File: config.mk
export PLATFORM = sky130hd
export DESIGN_NAME = pm_watchdog
export DESIGN_NICKNAME = d
export VERILOG_FILES = /design/src/rtl/pm_watchdog.sv
export SDC_FILE = /design/constraint.sdc
export NUM_CORES = 1
export LEC_CHECK = 0
export ABC_AREA = 1
export BUFFER_PORTS_ARGS = -buffer_cell sky130_fd_sc_hd__buf_4
export CORE_MARGIN = 8
export CORE_UTILIZATION = 54
export CTS_CLUSTER_DIAMETER = 200
export DETAILED_ROUTE_END_ITERATION = 8
export PLACE_DENSITY = 0.83
export SLEW_MARGIN = 25
export SYNTH_ARGS = -nofsm -noshare
export SYNTH_HDL_FRONTEND = slang
export SYNTH_SLANG_ARGS = --single-unit
File: constraint.sdc
create_clock -name clk -period 1.4 [get_ports clk]
set_input_delay 0.14 -clock clk [delete_from_list [all_inputs] [get_ports clk]]
set_output_delay 0.14 -clock clk [all_outputs]
set_load 0.01 [all_outputs]
File: src/rtl/pm_watchdog.sv
module pm_watchdog #(
  parameter int CNT_W     = 14,
  parameter int RST_PULSE = 4
) (
  input  logic             clk,
  input  logic             rst_n,
  input  logic             pd_i,
  input  logic             idle_i,
  input  logic             idle_frz_i,
  input  logic             wake_n_i,
  input  logic             kick_i,
  output logic             wdt_rst_o,
  output logic [CNT_W-1:0] count_o
);
  localparam int PW = $clog2(RST_PULSE + 1);
  localparam logic [CNT_W-1:0] TOP = {CNT_W{1'b1}};
  localparam logic [PW-1:0] PULSE_LEN = PW'(RST_PULSE);

  logic          en, hold, pd_q;
  logic [PW-1:0] pulse;
  logic          stall, run, wrap;

  assign stall = (hold | pd_q) & ~wake_n_i;
  assign run   = en & ~pd_i & ~(idle_i & idle_frz_i) & ~stall;
  assign wrap  = run & (count_o == TOP) & ~kick_i;

  always_ff @(posedge clk or negedge rst_n) begin
    if (!rst_n) begin
      en      <= 1'b0;
      hold    <= 1'b0;
      pd_q    <= 1'b0;
      count_o <= '0;
    end else begin
      pd_q <= pd_i;
      hold <= stall;
      if (kick_i) begin
        en      <= 1'b1;
        count_o <= '0;
      end else if (run) begin
        count_o <= count_o + 1'b1;
      end
    end
  end

  always_ff @(posedge clk or negedge rst_n) begin
    if (!rst_n)              pulse <= '0;
    else if (wrap)           pulse <= PULSE_LEN;
    else if (pulse != '0)    pulse <= pulse - 1'b1;
  end

  assign wdt_rst_o = (pulse != '0);
endmodule

==> out/qor.json, run 1 <==
{
  "cellLeakagePower": {"value": 0.743, "unit": "nW"},
  "rsz0062_at_grt": {"value": "true"},
  "pre_cts_slack": {"value": 82.1, "unit": "ps"},
  "mostFrequentLayoutCell": {"value": "sky130_fd_sc_hd__nand2_1"},
  "critPathArrivalTime": {"value": 1190, "unit": "ps"},
  "place_hpwl": {"value": 2170, "unit": "µm"},
  "startpoint_type": {"value": "register"},
  "period_share": {"value": 0.950},
  "max_cap_violations": {"value": 0},
  "design.portCount": {"value": 22},
  "timing.critical_path.to_type": {"value": "output port"},
  "yosys_warnings": {"value": 0},
  "viasPerCell": {"value": 5.31},
  "die_w": {"value": 62.9, "unit": "µm"},
  "postCtsSetupBuffers": {"value": 0},
  "synth_area": {"value": 1190, "unit": "µm²"},
  "grt_pass1_wl": {"value": 4990, "unit": "µm"},
  "skew_final": {"value": 0.773, "unit": "ps"},
  "rows": {"value": 17},
  "syn_avg_cell_area": {"value": 7.87, "unit": "µm²"},
  "drc": {"value": 0},
  "drive_gt1_frac": {"value": 0.313},
  "gpl.final_weighted_congestion": {"value": 0.888},
  "maxClockFrequency": {"value": 752, "unit": "MHz"},
  "tritoncts": {"value": "yes"},
  "antenna_found_initial": {"value": 0},
  "effective_utilization_at_floorplan": {"value": 0.553},
  "postSynthCellCount": {"value": 151},
  "totalWireLength": {"value": 2830, "unit": "µm"},
  "die_height": {"value": 62.9, "unit": "µm"},
  "slew_viol_final": {"value": 0},
  "pin_count_of_the_biggest_net_entering_global_routing": {"value": 21},
  "combined_area_of_the_multi_input_logic_cells": {"value": 612, "unit": "µm²"},
  "final.min_clock_period": {"value": 1330, "unit": "ps"},
  "cts-htree-levels": {"value": 1},
  "post_route_setup_slack": {"value": 70.2, "unit": "ps"},
  "postSynthRegisterBits": {"value": 20},
  "clock_latency": {"value": 310, "unit": "ps"},
  "power_density": {"value": 665, "unit": "nW/µm²"},
  "ff2ff_path_depth": {"value": 8},
  "synth.top_cell.area_share": {"value": 0.421},
  "vias_in_the_first_global_route": {"value": 1180},
  "setup_violations": {"value": 0},
  "timing.slew.headroom": {"value": 0.798},
  "clkSlewWorstSetupHoldPaths": {"value": 110, "unit": "ps"},
  "fill_cells": {"value": 185},
  "hold_violations": {"value": 0},
  "most-common-layout-cells": {"value": "34 x sky130_fd_sc_hd__nand2_1, 26 x sky130_fd_sc_hd__buf_4, 20 x sky130_fd_sc_hd__dfrtp_1"},
  "worst-slew-pin-transition": {"value": 302, "unit": "ps"},
  "synthesized_netlist_net_count": {"value": 161},
  "detail_route.wl_per_cell": {"value": 13.5, "unit": "µm"},
  "postRouteAntennaNets": {"value": 0},
  "irDropWorstVdd": {"value": 0.778, "unit": "mV"},
  "timing.setup.critical_path_class": {"value": "register to output port"},
  "synth.largest_area_cell": {"value": "sky130_fd_sc_hd__dfrtp_1"},
  "fin_area": {"value": 1490, "unit": "µm²"},
  "clk_path_buf_depth": {"value": 2},
  "postPlaceCellArea": {"value": 1420, "unit": "µm²"},
  "crit_required": {"value": 1260, "unit": "ps"},
  "area.growth.synth_to_final": {"value": 25.6, "unit": "%"},
  "min-delay-path-class": {"value": "primary input to register"},
  "status": {"value": "finished, final reports clean"},
  "critical_path.max_fanout": {"value": 4},
  "core": {"value": 2150, "unit": "µm²"},
  "yosysSeqAreaShare": {"value": 0.421},
  "globalRoute.totalOverflow": {"value": 0},
  "fp.dieArea": {"value": 3960, "unit": "µm²"},
  "n_antenna_cell": {"value": 0},
  "detail_route.iter0.violations": {"value": 49},
  "layout.core_utilization": {"value": 0.695},
  "place.port_buffers": {"value": 21},
  "grt_usage": {"value": 0.152},
  "ff_latch_area": {"value": 500, "unit": "µm²"},
  "cts_root_buffer": {"value": "sky130_fd_sc_hd__clkbuf_4"},
  "holdPathStages": {"value": 2},
  "clock_sink_count": {"value": 20},
  "drt_pass1_iterations": {"value": 4},
  "via_count": {"value": 1115},
  "post_synth_main_area_contributors": {"value": "sky130_fd_sc_hd__dfrtp_1 42%, sky130_fd_sc_hd__nand2_1 11%, sky130_fd_sc_hd__nand4_1 5.3%, sky130_fd_sc_hd__inv_1 5.1%, sky130_fd_sc_hd__nor2_1 5.1%"},
  "cts_made_buffers": {"value": 3},
  "post_synth_num_cell_types": {"value": 25},
  "num-nets-final": {"value": 194}
}
==> layer usage <==
metal	vias up	part of all wire	wire, µm	track usage
li1	555	-	-	-
met1	517	0.41	1170	0.161
met2	38	0.51	1440	0.269
met3	5	0.063	177	0.0394
met4	0	0.016	46	0.0798
met5	-	0	0	0
==> synthesized netlist by cell type <==
master and count:
sky130_fd_sc_hd__nor2_2 4, sky130_fd_sc_hd__inv_2 4, sky130_fd_sc_hd__nor2_1 16, sky130_fd_sc_hd__nand3_1 10
sky130_fd_sc_hd__o21bai_1 2, sky130_fd_sc_hd__o21ai_1 4, sky130_fd_sc_hd__o31ai_1 1, sky130_fd_sc_hd__nand2_2 5
sky130_fd_sc_hd__a21oi_1 3, sky130_fd_sc_hd__xor2_1 2, sky130_fd_sc_hd__nor2_4 3, sky130_fd_sc_hd__dfrtp_1 20
sky130_fd_sc_hd__o21ai_0 2, sky130_fd_sc_hd__nand4_1 10, sky130_fd_sc_hd__nand3_2 4, sky130_fd_sc_hd__buf_6 1
sky130_fd_sc_hd__o21bai_2 1, sky130_fd_sc_hd__ha_1 3, sky130_fd_sc_hd__nor3_1 1, sky130_fd_sc_hd__o21ai_2 1
sky130_fd_sc_hd__inv_1 16, sky130_fd_sc_hd__nand2_1 34, sky130_fd_sc_hd__or2_2 1, sky130_fd_sc_hd__and3_1 2
sky130_fd_sc_hd__buf_2 1
==> layout make-up <==
| type | count | area share |
|---|---|---|
| inverters | 20 | 0.0520 |
| flip-flops and latches | 20 | 0.335 |
| multi-input cells | 109 | 0.410 |
| well taps | 28 | 0.0235 |
| clock buffers | 3 | 0.0151 |
| repair buffers | 30 | 0.164 |
==> metrics by stage <==
| step | TNS [ps] | cells | hold slack [ps] | power [mW] |
|---|---|---|---|---|
| after floorplan | 0 | 151 | -156 | 0.654 |
| after global placement | 0 | 204 | 27.9 | 0.711 |
| after detailed placement | 0 | 204 | 33.1 | 0.714 |
| after CTS | 0 | 210 | 35.8 | 0.993 |
| after global routing | -4.45 | 210 | 26.9 | 1.04 |
| final | 0 | 210 | 36.3 | 0.992 |
==> cells by family after synthesis <==
kind of cell / after synthesis / synth area share
DFF: 20 / 0.421
xor gates and xnor gates: 2 / 0.0147
AOI/OAI and AO/OA: 14 / 0.0737
adders and majority gates: 3 / 0.0316
and+or+nand+nor: 90 / 0.382
buffers and inverters: 22 / 0.0768
==> flip-flops by register name (all words and copies together) (netlist names) <==
name,flops
count_o,14
en,1
hold,1
pd_q,1
pulse,3
==> critical path, cell delays in order (launching register included) <==
cell and delay (ps):
sky130_fd_sc_hd__dfrtp_1 410, sky130_fd_sc_hd__inv_2 100, sky130_fd_sc_hd__ha_4 150, sky130_fd_sc_hd__nand2_1 80
sky130_fd_sc_hd__buf_4 150
==> what timing repair did <==
| item | CTS | global route |
|---|---|---|
| hold endpoints to repair | 22 | 0 |
| gates resized for setup | 2 | 4 |
| hold buffers | 3 | 0 |
| cloned | 0 | 0 |
| setup endpoints to repair | 1 | 4 |
| pin swaps | 1 | 0 |
==> where the power goes <==
group | leakage [nW] | internal [mW] | switching, mW | total (mW)
sequential | 0.269 | 0.586 | 0.00478 | 0.591
combinational | 0.460 | 0.0516 | 0.0699 | 0.122
clock | 0.0138 | 0.101 | 0.179 | 0.280
==> path summary, 6_finish.rpt <==
path                                             start  slack [ps]                endpoint
min in group asynchronous                        rst_n         230  count_o[1]$_DFFE_PN0P_
worst max register to register  count_o[0]$_DFFE_PN0P_          90    pulse[1]$_DFFE_PN0P_
worst min-delay path                            kick_i          40  count_o[4]$_DFFE_PN0P_
worst max-delay path              pulse[0]$_DFFE_PN0P_          70               wdt_rst_o
max in group asynchronous                        rst_n         960  count_o[2]$_DFFE_PN0P_
worst min register to register          en$_DFFE_PN0P_         520          en$_DFFE_PN0P_
Note: power is estimated with default switching activity, not from simulation.
==> run 2: changes to the inputs <==
- CORE_UTILIZATION: 54 -> 58
- PLACE_DENSITY: 0.83 -> 0.88
- clock period: 1.4 -> 1.6 ns (I/O delays scaled with it)
==> run 2 against run 1 <==
  * Critical path depth unchanged
  * Wire length is 5.0% lower
  * Non-clock buffer count is 5 lower
  * Core utilization rose by 4.4 points
  * Sequential power decreased by 12%
  * Combinational power is 28% lower
  * Critical path type unchanged
  * Largest power group unchanged
  * Highest routed layer unchanged
==> out/qor.json, run 2 (synthesis gave the netlist of run 1 again) <==
{
  "max_cap_violations": {"value": 0, "change": "unchanged"},
  "vias_in_the_first_global_route": {"value": 1102, "change": "-6.6%"},
  "design.portCount": {"value": 22, "change": "unchanged"},
  "die_w": {"value": 61.3, "unit": "µm", "change": "-2.6%"},
  "cts_root_buffer": {"value": "sky130_fd_sc_hd__clkbuf_4"},
  "skew_final": {"value": 2.30, "unit": "ps", "change": "+1.53 ps"},
  "cellLeakagePower": {"value": 0.722, "unit": "nW", "change": "-2.9%"},
  "drc": {"value": 0, "change": "unchanged"},
  "clkSlewWorstSetupHoldPaths": {"value": 110, "unit": "ps", "change": "about the same"},
  "worst-slew-pin-transition": {"value": 288, "unit": "ps", "change": "-13.5 ps"},
  "fin_area": {"value": 1440, "unit": "µm²", "change": "-3.9%"},
  "place.port_buffers": {"value": 21, "change": "unchanged"},
  "via_count": {"value": 1078, "change": "-3.3%"},
  "viasPerCell": {"value": 5.26, "change": "-0.96%"},
  "most-common-layout-cells": {"value": "34 x sky130_fd_sc_hd__nand2_1, 23 x sky130_fd_sc_hd__buf_4, 20 x sky130_fd_sc_hd__dfrtp_1"},
  "tritoncts": {"value": "yes"},
  "combined_area_of_the_multi_input_logic_cells": {"value": 597, "unit": "µm²", "change": "-2.5%"},
  "cts-htree-levels": {"value": 1, "change": "unchanged"},
  "final.setup.tns": {"value": 0, "unit": "ps", "change": "unchanged"},
  "drt_pass1_iterations": {"value": 4, "change": "unchanged"},
  "pin_count_of_the_biggest_net_entering_global_routing": {"value": 21, "change": "unchanged"},
  "fp.dieArea": {"value": 3750, "unit": "µm²", "change": "-5.2%"},
  "die_height": {"value": 61.3, "unit": "µm", "change": "-2.6%"},
  "effective_utilization_at_floorplan": {"value": 0.612, "change": "+0.0588"},
  "core": {"value": 1940, "unit": "µm²", "change": "-9.6%"},
  "largest_register_ffs": {"value": 14, "change": "unchanged"},
  "place_hpwl": {"value": 2070, "unit": "µm", "change": "-4.7%"},
  "worstPathBufferInverterCount": {"value": 2, "change": "unchanged"},
  "drive_gt1_frac": {"value": 0.281, "change": "-0.0323"},
  "detail_route.wl_per_cell": {"value": 13.1, "unit": "µm", "change": "-2.7%"},
  "crit_chain": {"value": "inv_1 -> ha_1 -> nand2_1 -> buf_4"},
  "critPathArrivalTime": {"value": 1310, "unit": "ps", "change": "+120 ps"},
  "ff_latch_area": {"value": 500, "unit": "µm²", "change": "unchanged"},
  "max_flop_register": {"value": "count_o"},
  "n_antenna_cell": {"value": 0, "change": "unchanged"},
  "largestRegisters": {"value": "count_o (14), pulse (3)"},
  "cts_made_buffers": {"value": 3, "change": "unchanged"},
  "clock_latency": {"value": 310, "unit": "ps", "change": "about the same"},
  "area.growth.synth_to_final": {"value": 20.7, "unit": "%"},
  "critical_path.max_fanout": {"value": 4, "change": "unchanged"},
  "crit_required": {"value": 1440, "unit": "ps", "change": "+180 ps"},
  "maxClockFrequency": {"value": 680, "unit": "MHz"},
  "timing.slew.headroom": {"value": 0.806, "change": "+0.00760"},
  "power_density": {"value": 631, "unit": "nW/µm²", "change": "-5.1%"},
  "mostFrequentLayoutCell": {"value": "sky130_fd_sc_hd__nand2_1"},
  "rsz0062_at_grt": {"value": "false"},
  "globalRoute.totalOverflow": {"value": 0, "change": "unchanged"},
  "cp_top_family": {"value": "flip-flops"},
  "min-delay-path-class": {"value": "primary input to register"},
  "crit_path_top_delay_cell": {"value": "sky130_fd_sc_hd__dfrtp_1"},
  "clock_sink_count": {"value": 20, "change": "unchanged"},
  "totalWireLength": {"value": 2690, "unit": "µm", "change": "-5.0%"},
  "period_share": {"value": 0.919},
  "antenna_found_initial": {"value": 0, "change": "unchanged"},
  "postPlaceCellArea": {"value": 1380, "unit": "µm²", "change": "-3.1%"},
  "final.min_clock_period": {"value": 1470, "unit": "ps"},
  "postRouteAntennaNets": {"value": 0, "change": "unchanged"},
  "setup_violations": {"value": 0, "change": "unchanged"},
  "timing.critical_path.to_type": {"value": "output port"},
  "num-nets-final": {"value": 189, "change": "-2.6%"},
  "gpl.final_weighted_congestion": {"value": 0.947, "change": "+6.7%"},
  "grt_pass1_wl": {"value": 4580, "unit": "µm", "change": "-8.2%"},
  "grt_usage": {"value": 0.164, "change": "+0.0117"},
  "clk_path_buf_depth": {"value": 2, "change": "unchanged"},
  "status": {"value": "finished, final reports clean"},
  "hold_violations": {"value": 0, "change": "unchanged"},
  "timing.setup.critical_path_class": {"value": "register to output port"},
  "startpoint_type": {"value": "register"},
  "slew_viol_final": {"value": 0, "change": "unchanged"},
  "irDropWorstVdd": {"value": 0.596, "unit": "mV", "change": "-23%"},
  "slowest_delay": {"value": 400, "unit": "ps", "change": "about the same"},
  "cts_resized": {"value": 0, "change": "-2"},
  "detail_route.iter0.violations": {"value": 30, "change": "-39%"},
  "rows": {"value": 16, "change": "-1"},
  "fill_cells": {"value": 159, "change": "-14%"}
}
[run 2: changes by cell type in the layout (fill, tap and decap cells not counted), sizes merged]
cell / delta
dlygate4sd3: -1
buf: -4
clkbuf: +1
[run 2: cell type report]
cell class	count	share of cell area
Multi-Input combinational cell	109	0.416
Sequential cell	20	0.349
Timing Repair Buffer	25	0.134
Inverter	20	0.0523
Clock buffer	4	0.0253
Tap cell	27	0.0235
[run 2: layer usage]
layer / share of wire / global-route usage / wire [µm] / up-vias
met1: 0.41 / 0.183 / 1120 / 500
met4: 0.028 / 0.0930 / 76 / 0
met5: 0 / 0 / 0 / -
met3: 0.058 / 0.0418 / 156 / 7
met2: 0.50 / 0.276 / 1340 / 30
li1: - / - / - / 541
[run 2: power by group]
group	switching [mW]	internal [mW]	total, mW	leakage, nW
clock	0.160	0.139	0.299	0.0210
combinational	0.0543	0.0331	0.0874	0.431
sequential	0.00681	0.513	0.519	0.269
total	0.221	0.685	0.905	0.722
[run 2: final timing paths]
kind / slack [ps] / to / start / cells after the start
setup / recovery: 130 / wdt_rst_o / pulse[0]$_DFFE_PN0P_ / 4
hold reg to reg: 490 / en$_DFFE_PN0P_ / en$_DFFE_PN0P_ / 1
hold / removal: 10 / hold$_DFF_PN0_ / wake_n_i / 2
max in group asynchronous: 1140 / count_o[11]$_DFFE_PN0P_ / rst_n / 2
setup reg to reg: 210 / pulse[1]$_DFFE_PN0P_ / count_o[1]$_DFFE_PN0P_ / 8
min in group asynchronous: 250 / count_o[6]$_DFFE_PN0P_ / rst_n / 2
[run 2: timing repair]
item	CTS	global route
hold buffers	2	0
buffers inserted	0	0
hold endpoints to repair	21	0
[run 2: stage by stage]
stage                     hold slack [ps]  setup WS, ps  utilization  power (mW)  std cells
after floorplan                      -136           278            -       0.572        151
after global placement               47.6           272        0.710       0.611        199
after detailed placement             51.7           218        0.710       0.613        199
after CTS                            6.97           137        0.739       0.917        205
after global routing                0.380          33.7        0.739       0.940        205
final                                10.5           129        0.739       0.905        205
==> run 3: changes to the inputs <==
- CELL_PAD_IN_SITES_DETAIL_PLACEMENT: unset -> 0
- CELL_PAD_IN_SITES_GLOBAL_PLACEMENT: unset -> 1
- CORE_UTILIZATION: 58 -> 42
- PLACE_DENSITY: 0.88 -> 0.87
==> run 3 against run 2 <==
  * Critical path depth unchanged
  * Via count decreased by 1.1%
  * Flip-flop and latch count unchanged
  * Clock skew about the same
  * Combinational power increased by 5.4%
  * Maximum frequency increased by 0.47%
  * Wire length increased by 7.1%
  * Sequential share of layout area decreased by 0.54 points
  * Hold slack improved by 21 ps
  * Cell count increased by 2.9%
  * Largest cell class unchanged
  * Largest power group unchanged
==> out/qor.json, run 3 (synthesis gave the netlist of run 1 again) <==
{
  "status": {"value": "finished, final reports clean"},
  "pin_count_of_the_biggest_net_entering_global_routing": {"value": 21, "change": "unchanged"},
  "crit_required": {"value": 1440, "unit": "ps", "change": "about the same"},
  "grt_usage": {"value": 0.126, "change": "-0.0380"},
  "detail_route.iter0.violations": {"value": 52, "change": "+73%"},
  "fin_area": {"value": 1460, "unit": "µm²", "change": "+1.6%"},
  "drive_gt1_frac": {"value": 0.283, "change": "+0.00243"},
  "power_density": {"value": 630, "unit": "nW/µm²", "change": "about the same"},
  "power.switching": {"value": 0.231, "unit": "mW", "change": "+4.8%"},
  "proportion_of_total_power_due_to_net_switching": {"value": 0.252, "change": "+0.00794"},
  "area.growth.synth_to_final": {"value": 22.6, "unit": "%"},
  "largestRegisters": {"value": "count_o (14), pulse (3)"},
  "most-common-layout-cells": {"value": "34 x sky130_fd_sc_hd__nand2_1, 24 x sky130_fd_sc_hd__buf_4, 20 x sky130_fd_sc_hd__dfrtp_1"},
  "fin_hold_ws": {"value": 31.8, "unit": "ps", "change": "+21.3 ps"},
  "mostFrequentLayoutCell": {"value": "sky130_fd_sc_hd__nand2_1"},
  "hold_start": {"value": "kick_i"},
  "cellLeakagePower": {"value": 0.731, "unit": "nW", "change": "+1.2%"},
  "final-instance-count-excl-fill": {"value": 211, "change": "+2.9%"},
  "clock_latency": {"value": 310, "unit": "ps", "change": "about the same"},
  "hold_violations": {"value": 0, "change": "unchanged"},
  "maxClockFrequency": {"value": 683, "unit": "MHz", "change": "+0.47%"},
  "min-delay-path-class": {"value": "primary input to register"},
  "num-nets-final": {"value": 191, "change": "+1.1%"},
  "detail_route.wl_per_cell": {"value": 13.7, "unit": "µm", "change": "+4.1%"},
  "layout.core_utilization": {"value": 0.533, "change": "-0.206"},
  "tritoncts": {"value": "yes"},
  "holdPathStages": {"value": 2, "change": "unchanged"},
  "place_hpwl": {"value": 2140, "unit": "µm", "change": "+3.5%"},
  "die_height": {"value": 69.2, "unit": "µm", "change": "+13%"},
  "cell_internal_pwr": {"value": 0.688, "unit": "mW", "change": "+0.41%"},
  "core": {"value": 2730, "unit": "µm²", "change": "+41%"},
  "viasPerCell": {"value": 5.05, "change": "-3.9%"},
  "final.min_clock_period": {"value": 1460, "unit": "ps", "change": "-6.86 ps"},
  "drt_pass1_iterations": {"value": 4, "change": "unchanged"},
  "clk_path_buf_depth": {"value": 2, "change": "unchanged"},
  "final.setup.tns": {"value": 0, "unit": "ps", "change": "unchanged"},
  "place.port_buffers": {"value": 21, "change": "unchanged"},
  "reg2reg_to": {"value": "pulse[1]$_DFFE_PN0P_"},
  "seqPwrFrac": {"value": 0.565, "change": "-0.009"},
  "timing.slew.headroom": {"value": 0.747, "change": "-0.0587"},
  "fp.dieArea": {"value": 4790, "unit": "µm²", "change": "+28%"},
  "setup_violations": {"value": 0, "change": "unchanged"},
  "grt_pass1_wl": {"value": 5220, "unit": "µm", "change": "+14%"},
  "timing.critical_path.to_type": {"value": "output port"},
  "vias_in_the_first_global_route": {"value": 1169, "change": "+6.1%"},
  "max_flop_register": {"value": "count_o"},
  "total_power": {"value": 0.919, "unit": "mW", "change": "+1.5%"},
  "rsz0062_at_grt": {"value": "false"},
  "design.portCount": {"value": 22, "change": "unchanged"},
  "n_antenna_cell": {"value": 0, "change": "unchanged"},
  "pre_cts_slack": {"value": 211, "unit": "ps", "change": "-7.59 ps"},
  "period_share": {"value": 0.915, "change": "-0.00429"},
  "antenna_found_initial": {"value": 0, "change": "unchanged"},
  "critPathArrivalTime": {"value": 1300, "unit": "ps", "change": "about the same"},
  "postRouteAntennaNets": {"value": 0, "change": "unchanged"},
  "irDropWorstVdd": {"value": 0.532, "unit": "mV", "change": "-11%"},
  "skew_final": {"value": 2.28, "unit": "ps", "change": "-0.0238 ps"},
  "die_w": {"value": 69.2, "unit": "µm", "change": "+13%"},
  "startpoint_type": {"value": "register"},
  "effective_utilization_at_floorplan": {"value": 0.435, "change": "-0.177"},
  "largest_register_ffs": {"value": 14, "change": "unchanged"},
  "globalRoute.totalOverflow": {"value": 0, "change": "unchanged"},
  "fill_cells": {"value": 272, "change": "+71%"},
  "cts-htree-levels": {"value": 1, "change": "unchanged"},
  "totalWireLength": {"value": 2880, "unit": "µm", "change": "+7.1%"},
  "timing.setup.critical_path_class": {"value": "register to output port"},
  "r2r_start": {"value": "count_o[0]$_DFFE_PN0P_"},
  "worst-slew-pin-transition": {"value": 379, "unit": "ps", "change": "+90.1 ps"},
  "critical_path.max_fanout": {"value": 4, "change": "unchanged"},
  "via_count": {"value": 1066, "change": "-1.1%"},
  "max_cap_violations": {"value": 0, "change": "unchanged"},
  "clkSlewWorstSetupHoldPaths": {"value": 120, "unit": "ps", "change": "about the same"},
  "cts_made_buffers": {"value": 3, "change": "unchanged"},
  "ff2ff_path_depth": {"value": 8, "change": "unchanged"},
  "setup.reg_to_reg.worst_slack": {"value": 200, "unit": "ps", "change": "about the same"},
  "gpl.final_weighted_congestion": {"value": 0.788, "change": "-17%"},
  "rows": {"value": 19, "change": "+3"},
  "clock_sink_count": {"value": 20, "change": "unchanged"},
  "drc": {"value": 0, "change": "unchanged"},
  "pwr-share-clk": {"value": 0.335, "change": "+0.005"},
  "cts_root_buffer": {"value": "sky130_fd_sc_hd__clkbuf_4"},
  "post_route_setup_slack": {"value": 136, "unit": "ps", "change": "+6.86 ps"},
  "place_inst": {"value": 204, "change": "+2.5%"},
  "power.combinational.fraction": {"value": 0.100, "change": "+0.004"},
  "postPlaceCellArea": {"value": 1390, "unit": "µm²", "change": "+0.91%"},
  "slew_viol_final": {"value": 0, "change": "unchanged"},
  "holdPathEnd": {"value": "count_o[4]$_DFFE_PN0P_"}
}
-- run 3: repair_timing --
| action | in CTS | in global routing |
|---|---|---|
| setup buffers | 0 | 0 |
| hold buffers | 2 | 1 |
| endpoints found under the hold margin | 21 | 1 |
| gates resized for setup | 0 | 0 |
| setup endpoints to repair | 0 | 0 |
-- run 3: how the worst max path moves through the flow --
stage	from	to	slack, ps	depth (start not counted)
2_1_floorplan	count_o[0]$_DFFE_PN0P_	pulse[1]$_DFFE_PN0P_	280	8
3_3_place_gp	count_o[0]$_DFFE_PN0P_	pulse[1]$_DFFE_PN0P_	260	8
3_5_place_dp	count_o[0]$_DFFE_PN0P_	pulse[1]$_DFFE_PN0P_	210	8
4_1_cts	pulse[0]$_DFFE_PN0P_	wdt_rst_o	120	4
5_1_grt	pulse[0]$_DFFE_PN0P_	wdt_rst_o	20	4
6_report	pulse[0]$_DFFE_PN0P_	wdt_rst_o	140	4
-- run 3: worst max-delay path: stages (launching register included) --
cell and delay, ps:
sky130_fd_sc_hd__dfrtp_1 400, sky130_fd_sc_hd__inv_1 110, sky130_fd_sc_hd__ha_1 230, sky130_fd_sc_hd__nand2_1 110
sky130_fd_sc_hd__buf_4 150
-- run 3: layer usage --
| metal | vias up | wire length (µm) | GRT usage |
|---|---|---|---|
| li1 | 544 | - | - |
| met1 | 504 | 1330 | 0.148 |
| met2 | 16 | 1440 | 0.218 |
| met3 | 2 | 94 | 0.0372 |
| met4 | 0 | 14 | 0.0273 |
| met5 | - | 0 | 0 |
-- run 3: layout make-up --
cell class              instances  area [µm²]  share of cell area
multi-input cells             109         597               0.409
well taps                      31        38.8              0.0266
inverters                      20        75.1              0.0515
repair buffers                 27         210               0.144
flip-flops and latches         20         500               0.343
clock buffers                   4        36.3              0.0249
-- run 3: power groups by stage --
stage	logic [mW]	clock network [mW]	registers, mW
5_1_grt	0.101	0.337	0.521
3_5_place_dp	0.0867	0	0.529
2_1_floorplan	0.0413	0	0.531
4_1_cts	0.0914	0.313	0.520
3_3_place_gp	0.0853	0	0.528
6_report	0.0921	0.307	0.519
